===== config.mk =====
export PLATFORM = sky130hd
export DESIGN_NAME = synth_ctrl_bank
export DESIGN_NICKNAME = d
export VERILOG_FILES = /design/src/rtl/synth_ctrl_pkg.sv /design/src/rtl/ctrl_sync_cell.sv /design/src/rtl/ctrl_serial_rx.sv /design/src/rtl/ctrl_latch_file.sv /design/src/rtl/ctrl_reset_seq.sv /design/src/rtl/synth_ctrl_bank.sv
export SDC_FILE = /design/constraint.sdc
export NUM_CORES = 1
export LEC_CHECK = 0
export CORE_ASPECT_RATIO = 1.4
export CORE_MARGIN = 2
export CORE_UTILIZATION = 65
export CTS_CLUSTER_DIAMETER = 120
export DETAILED_ROUTE_END_ITERATION = 10
export DONT_BUFFER_PORTS = 1
export PLACE_DENSITY = 0.85
export SYNTH_ARGS = -nofsm -noshare
export SYNTH_HDL_FRONTEND = slang
export SYNTH_HIERARCHICAL = 1
export SYNTH_SLANG_ARGS = --single-unit

===== constraint.sdc =====
create_clock -name clk -period 4.1 [get_ports clk]
set_input_delay 0.82 -clock clk [delete_from_list [all_inputs] [get_ports clk]]
set_output_delay 0.82 -clock clk [all_outputs]
set_load 0.01 [all_outputs]

===== src/rtl/synth_ctrl_pkg.sv =====
package synth_ctrl_pkg;
  localparam int WORD_W = 24;
  localparam int ADDR_W = 2;
  localparam int PAY_W  = WORD_W - ADDR_W;

  typedef enum logic [ADDR_W-1:0] {
    DST_REF  = 2'd0,
    DST_MOD  = 2'd1,
    DST_FUNC = 2'd2,
    DST_INIT = 2'd3
  } dest_e;

  // bit positions inside the function payload
  localparam int FB_CNT_RST = 0;
  localparam int FB_PD_A    = 1;
  localparam int FB_PUMP_Z  = 2;
  localparam int FB_PD_B    = 3;
endpackage


===== src/rtl/ctrl_sync_cell.sv =====
module ctrl_sync_cell #(
  parameter int STAGES = 2
) (
  input  logic clk,
  input  logic rst_n,
  input  logic d,
  output logic q,
  output logic rise
);
  logic [STAGES:0] chain;

  always_ff @(posedge clk or negedge rst_n) begin
    if (!rst_n) chain[0] <= 1'b0;
    else        chain[0] <= d;
  end

  genvar g;
  generate
    for (g = 1; g <= STAGES; g++) begin : g_stage
      always_ff @(posedge clk or negedge rst_n) begin
        if (!rst_n) chain[g] <= 1'b0;
        else        chain[g] <= chain[g-1];
      end
    end
  endgenerate

  // chain[STAGES-1] is the synchronized level, chain[STAGES] its previous value
  assign q    = chain[STAGES-1];
  assign rise = chain[STAGES-1] & ~chain[STAGES];
endmodule


===== src/rtl/ctrl_serial_rx.sv =====
module ctrl_serial_rx #(
  parameter int WORD_W      = 24,
  parameter int SYNC_STAGES = 2
) (
  input  logic              clk,
  input  logic              rst_n,
  input  logic              ser_clk,
  input  logic              ser_data,
  input  logic              ser_le,
  output logic [WORD_W-1:0] word_o,
  output logic              load_o
);
  logic sclk_q, sclk_rise;
  logic data_q, data_rise;
  logic le_q, le_rise;
  logic [WORD_W-1:0] shreg;

  ctrl_sync_cell #(.STAGES(SYNC_STAGES)) u_sclk (
    .clk(clk), .rst_n(rst_n), .d(ser_clk), .q(sclk_q), .rise(sclk_rise));
  ctrl_sync_cell #(.STAGES(SYNC_STAGES)) u_data (
    .clk(clk), .rst_n(rst_n), .d(ser_data), .q(data_q), .rise(data_rise));
  ctrl_sync_cell #(.STAGES(SYNC_STAGES)) u_le (
    .clk(clk), .rst_n(rst_n), .d(ser_le), .q(le_q), .rise(le_rise));

  logic unused_lv;
  assign unused_lv = sclk_q ^ data_rise ^ le_q;

  always_ff @(posedge clk or negedge rst_n) begin
    if (!rst_n)         shreg <= '0;
    else if (sclk_rise) shreg <= {shreg[WORD_W-2:0], data_q};
  end

  assign word_o = shreg;
  assign load_o = le_rise;
endmodule


===== src/rtl/ctrl_latch_file.sv =====
module ctrl_latch_file
  import synth_ctrl_pkg::*;
#(
  parameter int WORD_W = 24,
  parameter int ADDR_W = 2,
  localparam int PW    = WORD_W - ADDR_W
) (
  input  logic              clk,
  input  logic              rst_n,
  input  logic              load_i,
  input  logic [WORD_W-1:0] word_i,
  output logic [PW-1:0]     ref_o,
  output logic [PW-1:0]     mod_o,
  output logic [PW-1:0]     func_o,
  output logic              init_ld_o,
  output logic              mod_ld_o
);
  localparam int NREG = 3;

  dest_e          dst;
  logic [PW-1:0]  pay;
  logic [PW-1:0]  store [NREG];
  logic [NREG-1:0] wen;

  assign dst = dest_e'(word_i[ADDR_W-1:0]);
  assign pay = word_i[WORD_W-1:ADDR_W];

  always_comb begin
    wen = '0;
    if (load_i) begin
      unique case (dst)
        DST_REF:  wen[0] = 1'b1;
        DST_MOD:  wen[1] = 1'b1;
        DST_FUNC,
        DST_INIT: wen[2] = 1'b1;
      endcase
    end
  end

  genvar g;
  generate
    for (g = 0; g < NREG; g++) begin : g_reg
      always_ff @(posedge clk or negedge rst_n) begin
        if (!rst_n)      store[g] <= '0;
        else if (wen[g]) store[g] <= pay;
      end
    end
  endgenerate

  assign ref_o     = store[0];
  assign mod_o     = store[1];
  assign func_o    = store[2];
  assign init_ld_o = load_i && (dst == DST_INIT);
  assign mod_ld_o  = load_i && (dst == DST_MOD);
endmodule


===== src/rtl/ctrl_reset_seq.sv =====
module ctrl_reset_seq (
  input  logic clk,
  input  logic rst_n,
  input  logic init_ld,
  input  logic mod_ld,
  input  logic chip_en,
  input  logic pd_a,
  input  logic pd_b,
  output logic rst_pulse,
  output logic pd_sync
);
  logic armed;
  logic pd_req;

  assign pd_req = chip_en & pd_a & ~pd_b;

  always_ff @(posedge clk or negedge rst_n) begin
    if (!rst_n) begin
      armed     <= 1'b0;
      rst_pulse <= 1'b0;
      pd_sync   <= 1'b0;
    end else begin
      rst_pulse <= init_ld | (mod_ld & armed);
      if (init_ld)     armed <= 1'b1;
      else if (mod_ld) armed <= 1'b0;
      pd_sync <= pd_req & (pd_sync | rst_pulse);
    end
  end
endmodule


===== src/rtl/synth_ctrl_bank.sv =====
module synth_ctrl_bank
  import synth_ctrl_pkg::*;
#(
  parameter int SYNC_STAGES = 2
) (
  input  logic             clk,
  input  logic             rst_n,
  input  logic             ser_clk,
  input  logic             ser_data,
  input  logic             ser_le,
  input  logic             chip_en,
  output logic [PAY_W-1:0] ref_reg,
  output logic [PAY_W-1:0] mod_reg,
  output logic [PAY_W-1:0] func_reg,
  output logic             rst_pulse,
  output logic             cnt_hold,
  output logic             cp_hiz,
  output logic             pd_sync,
  output logic             pd_async
);
  logic [WORD_W-1:0] word;
  logic load, init_ld, mod_ld;

  ctrl_serial_rx #(.WORD_W(WORD_W), .SYNC_STAGES(SYNC_STAGES)) u_rx (
    .clk(clk), .rst_n(rst_n), .ser_clk(ser_clk), .ser_data(ser_data),
    .ser_le(ser_le), .word_o(word), .load_o(load));

  ctrl_latch_file #(.WORD_W(WORD_W), .ADDR_W(ADDR_W)) u_regs (
    .clk(clk), .rst_n(rst_n), .load_i(load), .word_i(word),
    .ref_o(ref_reg), .mod_o(mod_reg), .func_o(func_reg),
    .init_ld_o(init_ld), .mod_ld_o(mod_ld));

  ctrl_reset_seq u_seq (
    .clk(clk), .rst_n(rst_n), .init_ld(init_ld), .mod_ld(mod_ld),
    .chip_en(chip_en), .pd_a(func_reg[FB_PD_A]), .pd_b(func_reg[FB_PD_B]),
    .rst_pulse(rst_pulse), .pd_sync(pd_sync));

  assign cnt_hold = rst_pulse | func_reg[FB_CNT_RST];
  assign cp_hiz   = cnt_hold | func_reg[FB_PUMP_Z];
  assign pd_async = ~chip_en;
endmodule


==> run summary <==
RUN STATUS
----------------------------------------------------------------------------
Run status .................................................... complete, no violations

LOGIC SYNTHESIS
----------------------------------------------------------------------------
Post-Syn Nets .................................................          222
Mapped Avg Cell Area ..........................................   17.82 um^2
Cell count after synthesis ....................................          216
Count of warnings emitted by yosys ............................            6
Post-synthesis instance area ..................................    3849 um^2

STA
----------------------------------------------------------------------------
Slew margin rel. ..............................................       25.49%
Final number of max-transition violations .....................            0
Final worst path period need ..................................     2.041 ns
Fin. Hold Viols ...............................................            0
Period utilisation layout .....................................       49.78%
Final worst slack .............................................     2.059 ns
Worst Max-Slew Pin Slew .......................................     1.116 ns
Clock tree skew after final layout ............................  0.009009 ns
Setup violation total in the final timing report ..............            0
Achievable frequency ..........................................    490.0 MHz
Unrepaired setup endpoints after global routing ...............        false
Fin Setup TNS .................................................         0 ns

CTS
----------------------------------------------------------------------------
Clock Tree Buf Depth ..........................................            2
CTS resizes ...................................................            0
TritonCTS clock tree ..........................................         done
Sink Count ....................................................          101
Hold Buf Count CTS ............................................            0
Clock latency on the worst-skew pair ..........................      0.34 ns
Buffers inserted by post-CTS timing repair ....................            0
Root buf cell .................................................     clkbuf_8
Clock-pin transition on the worst setup and hold timing paths .      0.08 ns
CTS buffer count ..............................................            9
Max H-tree Level ..............................................            3

SETUP PATH
----------------------------------------------------------------------------
Type of origin of the critical path ...........................    flip-flop
Data required time at the worst endpoint ......................      4.33 ns
Worst endpoint data arrival time ..............................      2.27 ns
FF-to-FF setup slack ..........................................      2.06 ns
Worst Reg-to-Reg Cells ........................................            3
Longest individual stage delay on the worst path ..............      0.93 ns
Start-to-end type of the worst setup path .....................      reg2reg
Ordered list of cells on the worst path ....................... nor2b_4, nor3b_4, mux2_2
Master of the slowest instance on the critical path ...........      nor3b_4
Maximum fanout along the worst path ...........................           22
Type of element capturing the critical path ...................    flip-flop

RUN
----------------------------------------------------------------------------
Max Cap Viol ..................................................            0

FLOORPLAN
----------------------------------------------------------------------------
Placeable Area ................................................    5781 um^2
Vertical die dimension ........................................     95.05 um
Number of placed I/O pins .....................................           77
Effective utilization at floorplan ............................       66.58%
Die Wd ........................................................     69.04 um
Total Die Area ................................................    6561 um^2
Num rows ......................................................           33

DETAILED ROUTING
----------------------------------------------------------------------------
Via total after detailed routing ..............................         1697
Post-detailed-routing wire length .............................      5995 um
1st-pass router iterations ....................................            3
Post-detailed-route count of antenna-violating nets ...........            0
Residual DRC ..................................................            0
Routed via count divided by cell count ........................        5.812
Violation count after the first detailed-routing iteration ....          128
Wirelength per Cell ...........................................     20.53 um

FINISH
----------------------------------------------------------------------------
Filler Cell Count .............................................          390
Most used cells in the layout excluding fill and tap cells .... 101 x dfrtp_1, 68 x mux2_2, 20 x mux2_4, 9 x clkbuf_8, 3 x inv_1
Layout cell share with drive strength beyond 1 ................       48.20%
Inserted Diodes ...............................................            0
Commonest non-fill, non-tap cell in the layout ................      dfrtp_1
Net count reported at finish ..................................          224
Area Growth Syn to Fin ........................................       4.421%
Post-Route Utilization ........................................       69.52%

PLACED DESIGN
----------------------------------------------------------------------------
Placement Setup Slack .........................................     2.036 ns
Final Wtd Congestion ..........................................       0.7078
Input/output buffers ..........................................            0
DP HPWL .......................................................      3791 um

GRT
----------------------------------------------------------------------------
Antenna violations before repair ..............................            0
Wire length of the first global-routing pass ..................      9618 um
Largest net degree at the start of global routing .............          102
Via count of the first global-routing pass ....................         1807
Remaining global-route overflow ...............................            0
GRT Total Usage ...............................................       19.50%

PWR
----------------------------------------------------------------------------
Peak VDD IR ...................................................    0.3863 mV
Internal Pwr Total ............................................     1.769 mW
Logic pwr share ...............................................        14.2%
Cell area power density ....................................... 614.5 nW/um^2
Leakage power .................................................     2.003 nW
Clock Power Share .............................................        23.3%
Sequential fraction of design power ...........................        62.6%
Switching portion of total power ..............................       28.37%
Net Switching .................................................     700.7 uW

HOLD PATH
----------------------------------------------------------------------------
Class of the most critical hold timing path ...................     in2async

[through the flow]
stage / total power, mW / cell area (um^2) / hold WS [ns] / instances
2_1_floorplan: 1.815 / 3849 / 0.3312 / 216
3_3_place_gp: 1.890 / 3837 / 0.3322 / 277
3_5_place_dp: 1.929 / 3837 / 0.3405 / 277
4_1_cts: 2.507 / 4019 / 0.1353 / 292
5_1_grt: 2.607 / 4019 / 0.1231 / 292
6_report: 2.469 / 4019 / 0.1621 / 292
[registers in the layout, indices dropped and copies added (netlist names), 2 cells and up]
signal             count
u_rx/u_sclk/chain      2
u_rx/u_le/chain        2
u_regs/mod_o          22
u_regs/ref_o          22
u_rx/word_o           24
u_regs/func_o         22
[final timing paths]
| kind | from | to |
|---|---|---|
| worst min-delay path | rst_n | u_regs/mod_o[7] |
| worst min register to register | u_rx/u_sclk/chain[0] | u_rx/u_sclk/q |
| max in group asynchronous | rst_n | u_rx/word_o[16] |
| worst max register to register | u_rx/u_le/q | u_regs/ref_o[7] |
| min in group clk | u_rx/u_sclk/chain[0] | u_rx/u_sclk/q |
| worst max-delay path | u_rx/u_le/q | u_regs/ref_o[7] |
[per-layer routing]
layer	wire [um]	global-route usage [%]	share of wire (%)
met2	3053	31.09	51
met1	2432	23.82	41
met4	70	9.314	1.2
met5	0	0	0
met3	438	7.188	7.3
[critical path: cells and delay by family, from the launching register on]
kind             cells  cell delay (ns)
and+or+nand+nor      2             1.13
DFF                  1             0.37
muxes                1             0.43
[power groups by stage]
stage	Clock, mW	Combinational, mW	Sequential [mW]
2_1_floorplan	0	0.327	1.49
5_1_grt	0.643	0.377	1.59
6_report	0.575	0.349	1.55
3_3_place_gp	0	0.331	1.56
4_1_cts	0.598	0.354	1.55
3_5_place_dp	0	0.354	1.58
[area by class of cell]
class                           instances  area (um^2)  share of cell area [%]
Sequential cell                       101         2527                   62.89
Multi-Input combinational cell        103         1211                   30.14
Clock buffer                           11        131.4                   3.269
Tap cell                               70        87.58                   2.179
Clock inverter                          4        50.05                   1.245
Inverter                                3        11.26                  0.2802
Power figures use the tool's default switching activity.
